### src/rtl/psw_pkg.sv
package psw_pkg;
   localparam int WORD_W  = 8;
   localparam int B_CARRY = 0;
   localparam int B_ZERO  = 1;
   localparam int B_SIGN  = 2;
   localparam int B_OVF   = 3;
   localparam int B_EQ    = 4;
   localparam int B_IE    = 5;
   localparam int B_SUP   = 6;
   localparam int B_RSVD  = 7;
   localparam logic [WORD_W-1:0] RESET_WORD = 8'h40;

   typedef enum logic [1:0] {
      CY_NONE = 2'b00,
      CY_SET  = 2'b01,
      CY_CLR  = 2'b10,
      CY_INV  = 2'b11
   } cy_op_e;
endpackage

### src/rtl/psw_flag_gen.sv
module psw_flag_gen #(
   parameter int DATA_W = 8
) (
   input  logic [DATA_W-1:0] res,
   input  logic              is_cmp,
   output logic              z_flag,
   output logic              s_flag,
   output logic              eq_hit
);
   if (DATA_W < 1) begin : g_bad_w
      $error("psw_flag_gen: DATA_W must be at least 1");
   end

   assign z_flag = (res == '0);
   assign s_flag = res[DATA_W-1];
   assign eq_hit = is_cmp & z_flag;
endmodule

### src/rtl/psw_carry_ctl.sv
module psw_carry_ctl
   import psw_pkg::*;
#(
   parameter bit CARRY_CMDS = 1'b1
) (
   input  logic   cur_c,
   input  logic   alu_upd,
   input  logic   alu_c,
   input  cy_op_e cmd,
   output logic   nxt_c
);
   logic base_c;
   assign base_c = alu_upd ? alu_c : cur_c;

   if (CARRY_CMDS) begin : g_cmds
      always_comb begin
         unique case (cmd)
            CY_SET:  nxt_c = 1'b1;
            CY_CLR:  nxt_c = 1'b0;
            CY_INV:  nxt_c = ~cur_c;
            default: nxt_c = base_c;
         endcase
      end
   end else begin : g_no_cmds
      assign nxt_c = base_c;
   end
endmodule

### src/rtl/psw_priv_gate.sv
module psw_priv_gate (
   input  logic sup,
   input  logic word_wr,
   input  logic mode_wr,
   output logic word_ok,
   output logic mode_ok,
   output logic viol_d
);
   assign word_ok = word_wr & sup;
   assign mode_ok = mode_wr & sup;
   assign viol_d  = (word_wr | mode_wr) & ~sup;
endmodule

### src/rtl/psw_reg.sv
module psw_reg
   import psw_pkg::*;
#(
   parameter int DATA_W     = 8,
   parameter bit CARRY_CMDS = 1'b1
) (
   input  logic              clk,
   input  logic              rst_n,
   input  logic              alu_upd,
   input  logic [DATA_W-1:0] alu_res,
   input  logic              alu_cy,
   input  logic              alu_ov,
   input  logic              alu_cmp,
   input  logic [1:0]        cy_cmd,
   input  logic              word_wr,
   input  logic [7:0]        word_data,
   input  logic              mode_wr,
   input  logic              mode_sup,
   output logic [7:0]        psw,
   output logic              priv_viol
);
   localparam int CTRL_HI = B_SUP;

   if (WORD_W != 8) begin : g_bad_word
      $error("psw_reg: status word must be 8 bits");
   end

   logic [WORD_W-1:0] word_q, word_d;
   logic              viol_q;
   logic              z_f, s_f, eq_f, c_nxt;
   logic              word_ok, mode_ok, viol_d;

   psw_flag_gen #(.DATA_W(DATA_W)) u_flags (
      .res    (alu_res),
      .is_cmp (alu_cmp),
      .z_flag (z_f),
      .s_flag (s_f),
      .eq_hit (eq_f)
   );

   psw_carry_ctl #(.CARRY_CMDS(CARRY_CMDS)) u_carry (
      .cur_c   (word_q[B_CARRY]),
      .alu_upd (alu_upd),
      .alu_c   (alu_cy),
      .cmd     (cy_op_e'(cy_cmd)),
      .nxt_c   (c_nxt)
   );

   psw_priv_gate u_gate (
      .sup     (word_q[B_SUP]),
      .word_wr (word_wr),
      .mode_wr (mode_wr),
      .word_ok (word_ok),
      .mode_ok (mode_ok),
      .viol_d  (viol_d)
   );

   always_comb begin
      word_d = word_q;
      if (alu_upd) begin
         word_d[B_ZERO] = z_f;
         word_d[B_SIGN] = s_f;
         word_d[B_OVF]  = alu_ov;
         if (alu_cmp) word_d[B_EQ] = eq_f;
      end
      word_d[B_CARRY] = c_nxt;
      if (word_ok) word_d[CTRL_HI:0] = word_data[CTRL_HI:0];
      if (mode_ok) word_d[B_SUP] = mode_sup;
      word_d[B_RSVD] = 1'b0;
   end

   always_ff @(posedge clk) begin
      if (!rst_n) begin
         word_q <= RESET_WORD;
         viol_q <= 1'b0;
      end else begin
         word_q <= word_d;
         viol_q <= viol_d;
      end
   end

   assign psw       = word_q;
   assign priv_viol = viol_q;


   viol_pulse_chk: assert property (@(posedge clk) disable iff (!rst_n)
      ((word_wr | mode_wr) && !psw[B_SUP]) |=> priv_viol);


   user_hold_chk: assert property (@(posedge clk) disable iff (!rst_n)
      ((word_wr | mode_wr) && !psw[B_SUP] && !alu_upd && cy_cmd == 2'b00)
      |=> $stable(psw));


   sup_no_viol_chk: assert property (@(posedge clk) disable iff (!rst_n)
      (psw[B_SUP] || !(word_wr | mode_wr)) |=> !priv_viol);


   idle_hold_chk: assert property (@(posedge clk) disable iff (!rst_n)
      (!alu_upd && cy_cmd == 2'b00 && !word_wr && !mode_wr) |=> $stable(psw));


   carry_set_chk: assert property (@(posedge clk) disable iff (!rst_n)
      (cy_cmd == 2'b01 && !(word_wr && psw[B_SUP])) |=> psw[B_CARRY]);


   carry_inv_chk: assert property (@(posedge clk) disable iff (!rst_n)
      (cy_cmd == 2'b11 && !(word_wr && psw[B_SUP]))
      |=> psw[B_CARRY] != $past(psw[B_CARRY]));


   zero_flag_chk: assert property (@(posedge clk) disable iff (!rst_n)
      (alu_upd && alu_res == '0 && !(word_wr && psw[B_SUP])) |=> psw[B_ZERO]);


   rsvd_zero_chk: assert property (@(posedge clk) disable iff (!rst_n)
      !psw[B_RSVD]);
endmodule

### config.mk
export PLATFORM = sky130hd
export DESIGN_NAME = psw_reg
export DESIGN_NICKNAME = d
export VERILOG_FILES = /design/src/rtl/psw_pkg.sv /design/src/rtl/psw_flag_gen.sv /design/src/rtl/psw_carry_ctl.sv /design/src/rtl/psw_priv_gate.sv /design/src/rtl/psw_reg.sv
export SDC_FILE = /design/constraint.sdc
export NUM_CORES = 1
export LEC_CHECK = 0
export ABC_AREA = 1
export BUFFER_PORTS_ARGS = -buffer_cell sky130_fd_sc_hd__buf_2
export CAP_MARGIN = 20
export CORE_MARGIN = 2
export CORE_UTILIZATION = 35
export CTS_CLUSTER_SIZE = 14
export DETAILED_ROUTE_END_ITERATION = 10
export HOLD_SLACK_MARGIN = 0.12
export PLACE_DENSITY = 0.8
export SYNTH_ARGS = -nofsm -noshare
export SYNTH_HDL_FRONTEND = slang
export SYNTH_SLANG_ARGS = --single-unit
### constraint.sdc
create_clock -name clk -period 3 [get_ports clk]
set_input_delay 0.6 -clock clk [delete_from_list [all_inputs] [get_ports clk]]
set_output_delay 0.6 -clock clk [all_outputs]
set_load 0.1 [all_outputs]
==> impl_results.md, run 1 <==
- Relative area change from synthesis to final layout: 38.8%
- Total GRT Usage: between 10% and 20%
- Total die area: roughly 0.0017 mm2
- Quantity of gates resized following cts: 0
- Fraction of the cycle the final worst path needs: 57.8%
- Count of state elements after synthesis: 8
- Worst skew pair latency: ~0.25 ns
- Length of routed met3 wiring: about 70 um
- Final Setup Violations: 0
- IO Count: 36
- Crit path max fanout: 5
- Total leakage power: between 0.0003 and 0.0004 uW
- Number of hold violations in the final report: 0
- Final estimated routing congestion in global placement: 0.745
- Combined area of the multi-input logic cells: 254 um2
- Sum of negative setup slack: 0 ns
- Type of the setup path with the least slack: reg -> out
- Result of the run: finished clean
- Effective utilization at floorplan: 36.9%
- Final worst clock skew: roughly 0.011 ns
- Post-route met1 wirelength: about 460 um
- Worst Hold Class: reg -> reg
- Detail-routed via count per cell: between 4 and 5
- Cell depth of the worst setup path: 1
- Average footprint of a synthesized cell: around 6.6 um2
- Cts-stage hold buffer count: 0
- Synthesis Warnings: 0
- Dpl ws: 1.49 ns
- Antenna diodes: 0
- CP max-delay cell: sky130_fd_sc_hd__buf_2
- Count of cells along the worst hold path: 2
- Max reg flops: 7
- Deepest clock path buffer count: 2
- Fraction of the yosys area taken by sequential cells: about a third
- Max Cap Viol: 0
- Global route total overflow: 0
- Antenna violations before repair: 0
- Detailed-route via count: around 540
- Number of buffers added by the clock tree synthesis step: 3
- Met2 wire length: between 500 and 600 um
- Series of cell instances along the critical path: buf_2
- Final Max Slew Viols: 0
- Final Routed Wirelength: ~1100 um
- Deepest level of the CTS H-tree: 1
- Power per standard cell area: 503 mW/mm2
- Count of buffers added by post-CTS timing repair for setup: 0
- Count of unresolved DRC violations after routing: 0
- Clock transition at the registers of the reported paths: around 0.060 ns
- Worst-case reg-to-reg path depth: 5
- Kind of end point of the critical path: output pin
- Clock tree from TritonCTS: done
- Ratio of cells with drive above 1 in the final layout: between 30% and 40%
- Setup slack of the critical path after layout: 1.27 ns
- Final std cells w/o fill: between 100 and 150
- Routed Antenna Nets: 0
- WL per Instance: 9.24 um
- Placed Instances: around 120
- RSZ-0062 raised after global routing: no
- Length of the first detailed-routing pass in iterations: 4
- Crit path arrival time: between 1 and 1.5 ns
- Final net count: 136
- Via count of the first global-routing pass: 478
- Detailed-placement wirelength estimate: just under 1000 um
- Top sig layer: met4
- Post-Synthesis Cell Area: between 400 and 500 um2
- Filler cell count in the final layout: 149
- # port buffers: 33
- Net count of the mapped netlist: 101
- CP Data Required Time: approximately 2.4 ns
- Largest vdd supply drop: 0.249 mV
- Maximum achievable frequency: approximately 580 MHz
- Core area: approximately 0.0013 mm2
- Clock sink total: 8
- Maximum number of pins on one net before global-route repair: 10
- Total buffers and inverters traversed by the critical path: 1
- Placement row count: 13
- Height of the die: around 41 um
- Number of DRC markers in iteration 0: 6
- Die boundary width: 40.8 um
- Count of different cell masters after synthesis: 16
- Post-synthesis cell count: 72
- Cell family with the largest share of critical-path delay: buffers and inverters
- Element type at the critical path start: flip-flop
- First-pass GRT wire length: approximately 1800 um
- Min cycle time layout: about 1.7 ns
- Area taken by flip-flops and latches: approximately 160 um2
- Max stage delay on crit path: roughly 0.47 ns
- Cell at the root of the clock tree: sky130_fd_sc_hd__clkbuf_4
- Setup slack of the most critical reg-to-reg path: ~1.9 ns
[synthesized netlist by cell type]
| master | instances | share of area [%] |
|---|---|---|
| sky130_fd_sc_hd__nand2_1 | 16 | 13 |
| sky130_fd_sc_hd__nor2_1 | 10 | 7.9 |
| sky130_fd_sc_hd__a21oi_1 | 9 | 9.5 |
| sky130_fd_sc_hd__inv_1 | 9 | 7.1 |
| sky130_fd_sc_hd__dfxtp_1 | 8 | 34 |
| sky130_fd_sc_hd__nand3_1 | 4 | 4.2 |
| sky130_fd_sc_hd__o21ai_0 | 4 | 4.2 |
| sky130_fd_sc_hd__buf_4 | 3 | 4.7 |
| sky130_fd_sc_hd__ha_1 | 2 | 5.3 |
| sky130_fd_sc_hd__conb_1 | 1 | 0.79 |
| sky130_fd_sc_hd__inv_2 | 1 | 0.79 |
| sky130_fd_sc_hd__nand2_2 | 1 | 1.3 |
| sky130_fd_sc_hd__nand2_4 | 1 | 2.4 |
| sky130_fd_sc_hd__nor2_4 | 1 | 2.4 |
| sky130_fd_sc_hd__nor3_1 | 1 | 1.1 |
| sky130_fd_sc_hd__o311ai_0 | 1 | 1.8 |
[layout make-up]
type / instances / share of cell area (%)
clock buffer: 3 / 3.42
tap: 15 / 2.85
inverter: 10 / 5.70
multi-input combinational: 51 / 38.6
sequential: 8 / 24.3
timing repair buffer: 33 / 25.1
[layer usage]
metal / vias to the layer above / global-route usage, %
li1: 293 / -
met1: 230 / 16.4
met2: 18 / 30.1
met3: 2 / 5.43
met4: 0 / 5.00
met5: - / 0
[power by group]
| group | switching (uW) | internal [uW] |
|---|---|---|
| Clock | 36.6 | 45.8 |
| Sequential | 5.32 | 115 |
| Combinational | 98.1 | 30.1 |
| Total | 140 | 191 |
[logic make-up after synthesis]
group	synth area share (%)
simple gates	31.9
compound gates	15.6
flops	33.8
fa+ha+maj	5.28
other cells	0.791
buf+inv	12.7
[cell usage in the layout (no fill, tap or decap)]
cell	netlist	final
sky130_fd_sc_hd__a21oi_1	9	9
sky130_fd_sc_hd__buf_2	0	33
sky130_fd_sc_hd__nand2_1	16	16
sky130_fd_sc_hd__o311ai_0	1	1
sky130_fd_sc_hd__dfxtp_1	8	8
sky130_fd_sc_hd__nor2_4	1	1
sky130_fd_sc_hd__inv_1	9	9
sky130_fd_sc_hd__nand3_1	4	4
sky130_fd_sc_hd__nand2_2	1	1
sky130_fd_sc_hd__o21ai_0	4	4
sky130_fd_sc_hd__clkbuf_4	0	3
sky130_fd_sc_hd__ha_1	2	2
sky130_fd_sc_hd__conb_1	1	1
sky130_fd_sc_hd__nor2_1	10	10
sky130_fd_sc_hd__nor3_1	1	1
sky130_fd_sc_hd__nand2_4	1	1
sky130_fd_sc_hd__inv_2	1	1
[worst paths after layout]
check	to	start
setup / recovery	psw[6]	psw[6]$_SDFFE_PN1P_
setup reg to reg	psw[1]$_SDFFE_PN0P_	psw[6]$_SDFFE_PN1P_
hold reg to reg	psw[5]$_SDFFE_PN0P_	psw[5]$_SDFFE_PN0P_
hold / removal	psw[5]$_SDFFE_PN0P_	psw[5]$_SDFFE_PN0P_
[worst reg2reg max path, cell delays in order, from the launching register on]
cell and delay (ns):
sky130_fd_sc_hd__dfxtp_1 0.42, sky130_fd_sc_hd__nand2_4 0.11, sky130_fd_sc_hd__inv_1 0.17, sky130_fd_sc_hd__nor2_1 0.09, sky130_fd_sc_hd__a21oi_1 0.16, sky130_fd_sc_hd__nor2_1 0.05
[metrics by stage]
stage	hold WS (ns)	area (um2)	util, %	total power (uW)
finish	0.493	658	51.2	331
global placement	0.459	636	49.5	249
CTS	0.494	658	51.2	335
detailed placement	0.477	636	49.5	251
global route	0.527	658	51.2	347
floorplan	0.511	474	-	223
(Power assumes the default switching activity.)
==> run 2, diff against run 1 <==
clock period = 1.7 ns   (was 3 ns; I/O delays follow)
==> run 2 against run 1 <==
Combinational power is 77% higher; via count down 2.4%; setup slack lost 1.1 ns; critical path depth unchanged; clock-buffer cell count is the same; cell area unchanged; die area unchanged; register-to-register slack got worse by 1.3 ns; sequential power grew 77%; non-clock buffer count did not move; power increased by 76%; cell count stayed put; critical path type unchanged; largest cell class unchanged; highest routed layer is now met3.
==> impl_results.md, run 2 (synthesis gave the netlist of run 1 again) <==
- Result of the run: finished clean
- Final Setup Violations: 0
- Maximum number of pins on one net before global-route repair: 10
- Sum of negative setup slack: 0 ns
- Largest vdd supply drop: 0.420 mV
- Via count of the first global-routing pass: between 400 and 500
- Final Routed Wirelength: around 1100 um
- Series of cell instances along the critical path: buf_2
- Layout Cell Area excl Fill: ~660 um2
- Share of power burned in combinational logic: around 39%
- Deepest clock path buffer count: 2
- Routed Antenna Nets: 0
- Max Cap Viol: 0
- Max reg flops: 7
- Antenna diodes: 0
- Count of cells along the worst hold path: 3
- Clock tree from TritonCTS: done
- IO Count: 36
- Commonest non-fill, non-tap cells in the layout: sky130_fd_sc_hd__buf_2 (33), sky130_fd_sc_hd__nand2_1 (16), sky130_fd_sc_hd__nor2_1 (10)
- Worst-case reg-to-reg path depth: 5
- Sink of the worst hold path: psw[3]$_SDFFE_PN0P_
- Detail-routed via count per cell: 4.42
- Worst reg2reg path startpoint: psw[6]$_SDFFE_PN1P_
- Placed cell area: between 600 and 700 um2
- Area taken by flip-flops and latches: roughly 160 um2
- Fraction of the cycle the final worst path needs: 87.2%
- Internal portion of total power: ~340 uW
- Placement row count: 13
- Number of buffers added by the clock tree synthesis step: 3
- Combined area of the multi-input logic cells: 254 um2
- CP Data Required Time: 1.36 ns
- Final net count: 136
- Worst Hold Class: in -> reg
- CP max-delay cell: sky130_fd_sc_hd__buf_2
- Share of total power in the clock network: approximately 25%
- Net switching power: approximately 250 uW
- Total buffers and inverters traversed by the critical path: 1
- Worst skew pair latency: 0.25 ns
- Final worst clock skew: between 0.005 and 0.006 ns
- Antenna violations before repair: 0
- Max stage delay on crit path: roughly 0.47 ns
- Total leakage power: between 0.0003 and 0.0004 uW
- Setup slack of the most critical reg-to-reg path: 0.61 ns
- Ratio of cells with drive above 1 in the final layout: a little under two fifths
- Count of unresolved DRC violations after routing: 0
- Effective utilization at floorplan: 36.9%
- Crit path arrival time: ~1.1 ns
- Quantity of gates resized following cts: 0
- WL per Instance: approximately 9 um
- Relative area change from synthesis to final layout: 38.8%
- Startpoint of the most critical hold path: alu_ov
- Final estimated routing congestion in global placement: around 0.74
- # port buffers: 33
- Min cycle time layout: 1.48 ns
- Core area: roughly 0.0013 mm2
- Length of the first detailed-routing pass in iterations: 2
- Clock sink total: 8
- Number of DRC markers in iteration 0: 3
- Core occupancy in the finished layout: ~50%
- Power per standard cell area: ~900 mW/mm2
- Type of the setup path with the least slack: reg -> out
- Number of hold violations in the final report: 0
- Element type at the critical path start: flip-flop
- First-pass GRT wire length: around 1700 um
- Sequential share of power: a little over a third
- Maximum achievable frequency: 674 MHz
- Count of buffers added by post-CTS timing repair for setup: 0
- Fraction of power spent switching nets: between 40% and 50%
- Height of the die: between 40 and 50 um
- Filler cell count in the final layout: 139
- Global route total overflow: 0
- Cell at the root of the clock tree: sky130_fd_sc_hd__clkbuf_4
- Die boundary width: about 41 um
- Final Max Slew Viols: 0
- Final worst hold slack: roughly 0.33 ns
- RSZ-0062 raised after global routing: no
- Kind of end point of the critical path: output pin
- Total die area: between 0.0015 and 0.002 mm2
- Detailed-route via count: 530
- Most common cell after layout, fill and taps aside: sky130_fd_sc_hd__buf_2
- Cts-stage hold buffer count: 0
- Deepest level of the CTS H-tree: 1
- Detailed-placement wirelength estimate: 918 um
- Worst r2r dst: psw[1]$_SDFFE_PN0P_
- Cell family with the largest share of critical-path delay: buffers and inverters
- Clock transition at the registers of the reported paths: roughly 0.060 ns
- Total GRT Usage: 15.4%
- Crit path max fanout: 5
[run 2: cell counts in the layout (fill, tap and decap cells not counted)]
Identical to the previous run, type by type.
[run 2: final cells by class]
cell class	count	share of cell area, %
Sequential cell	8	24.3
Clock buffer	3	3.42
Timing Repair Buffer	33	25.1
Inverter	10	5.70
Tap cell	15	2.85
Multi-Input combinational cell	51	38.6
[run 2: power by group through the flow]
stage	Clock, uW	Combinational (uW)	Sequential [uW]
after floorplan	0	102	292
after global placement	0	224	216
after detailed placement	0	227	216
after CTS	149	227	212
after global routing	158	244	214
final	145	226	212
[run 2: metrics by stage]
| step | worst slack [ns] | cells | total power, uW |
|---|---|---|---|
| floorplan | 0.338 | 72 | 394 |
| global placement | 0.464 | 117 | 439 |
| detailed placement | 0.447 | 117 | 443 |
| CTS | 0.207 | 120 | 589 |
| global route | 0.172 | 120 | 616 |
| finish | 0.217 | 120 | 583 |
[run 2: worst max path at each step]
stage / end / cells past startpoint / startpoint
final: psw[6] / 1 / psw[6]$_SDFFE_PN1P_
after global routing: psw[6] / 1 / psw[6]$_SDFFE_PN1P_
after CTS: psw[6] / 1 / psw[6]$_SDFFE_PN1P_
after detailed placement: psw[0]$_SDFFE_PN0P_ / 9 / cy_cmd[0]
after global placement: psw[0]$_SDFFE_PN0P_ / 9 / cy_cmd[0]
after floorplan: psw[4]$_SDFFE_PN0P_ / 4 / psw[4]$_SDFFE_PN0P_
[run 2: per-layer routing]
metal | vias up | part of all wire, % | GRT usage (%)
li1 | 290 | - | -
met1 | 222 | 41 | 15.7
met2 | 18 | 50 | 28.5
met3 | 0 | 8.4 | 4.89
met4 | 0 | 0 | 5.83
met5 | - | 0 | 0
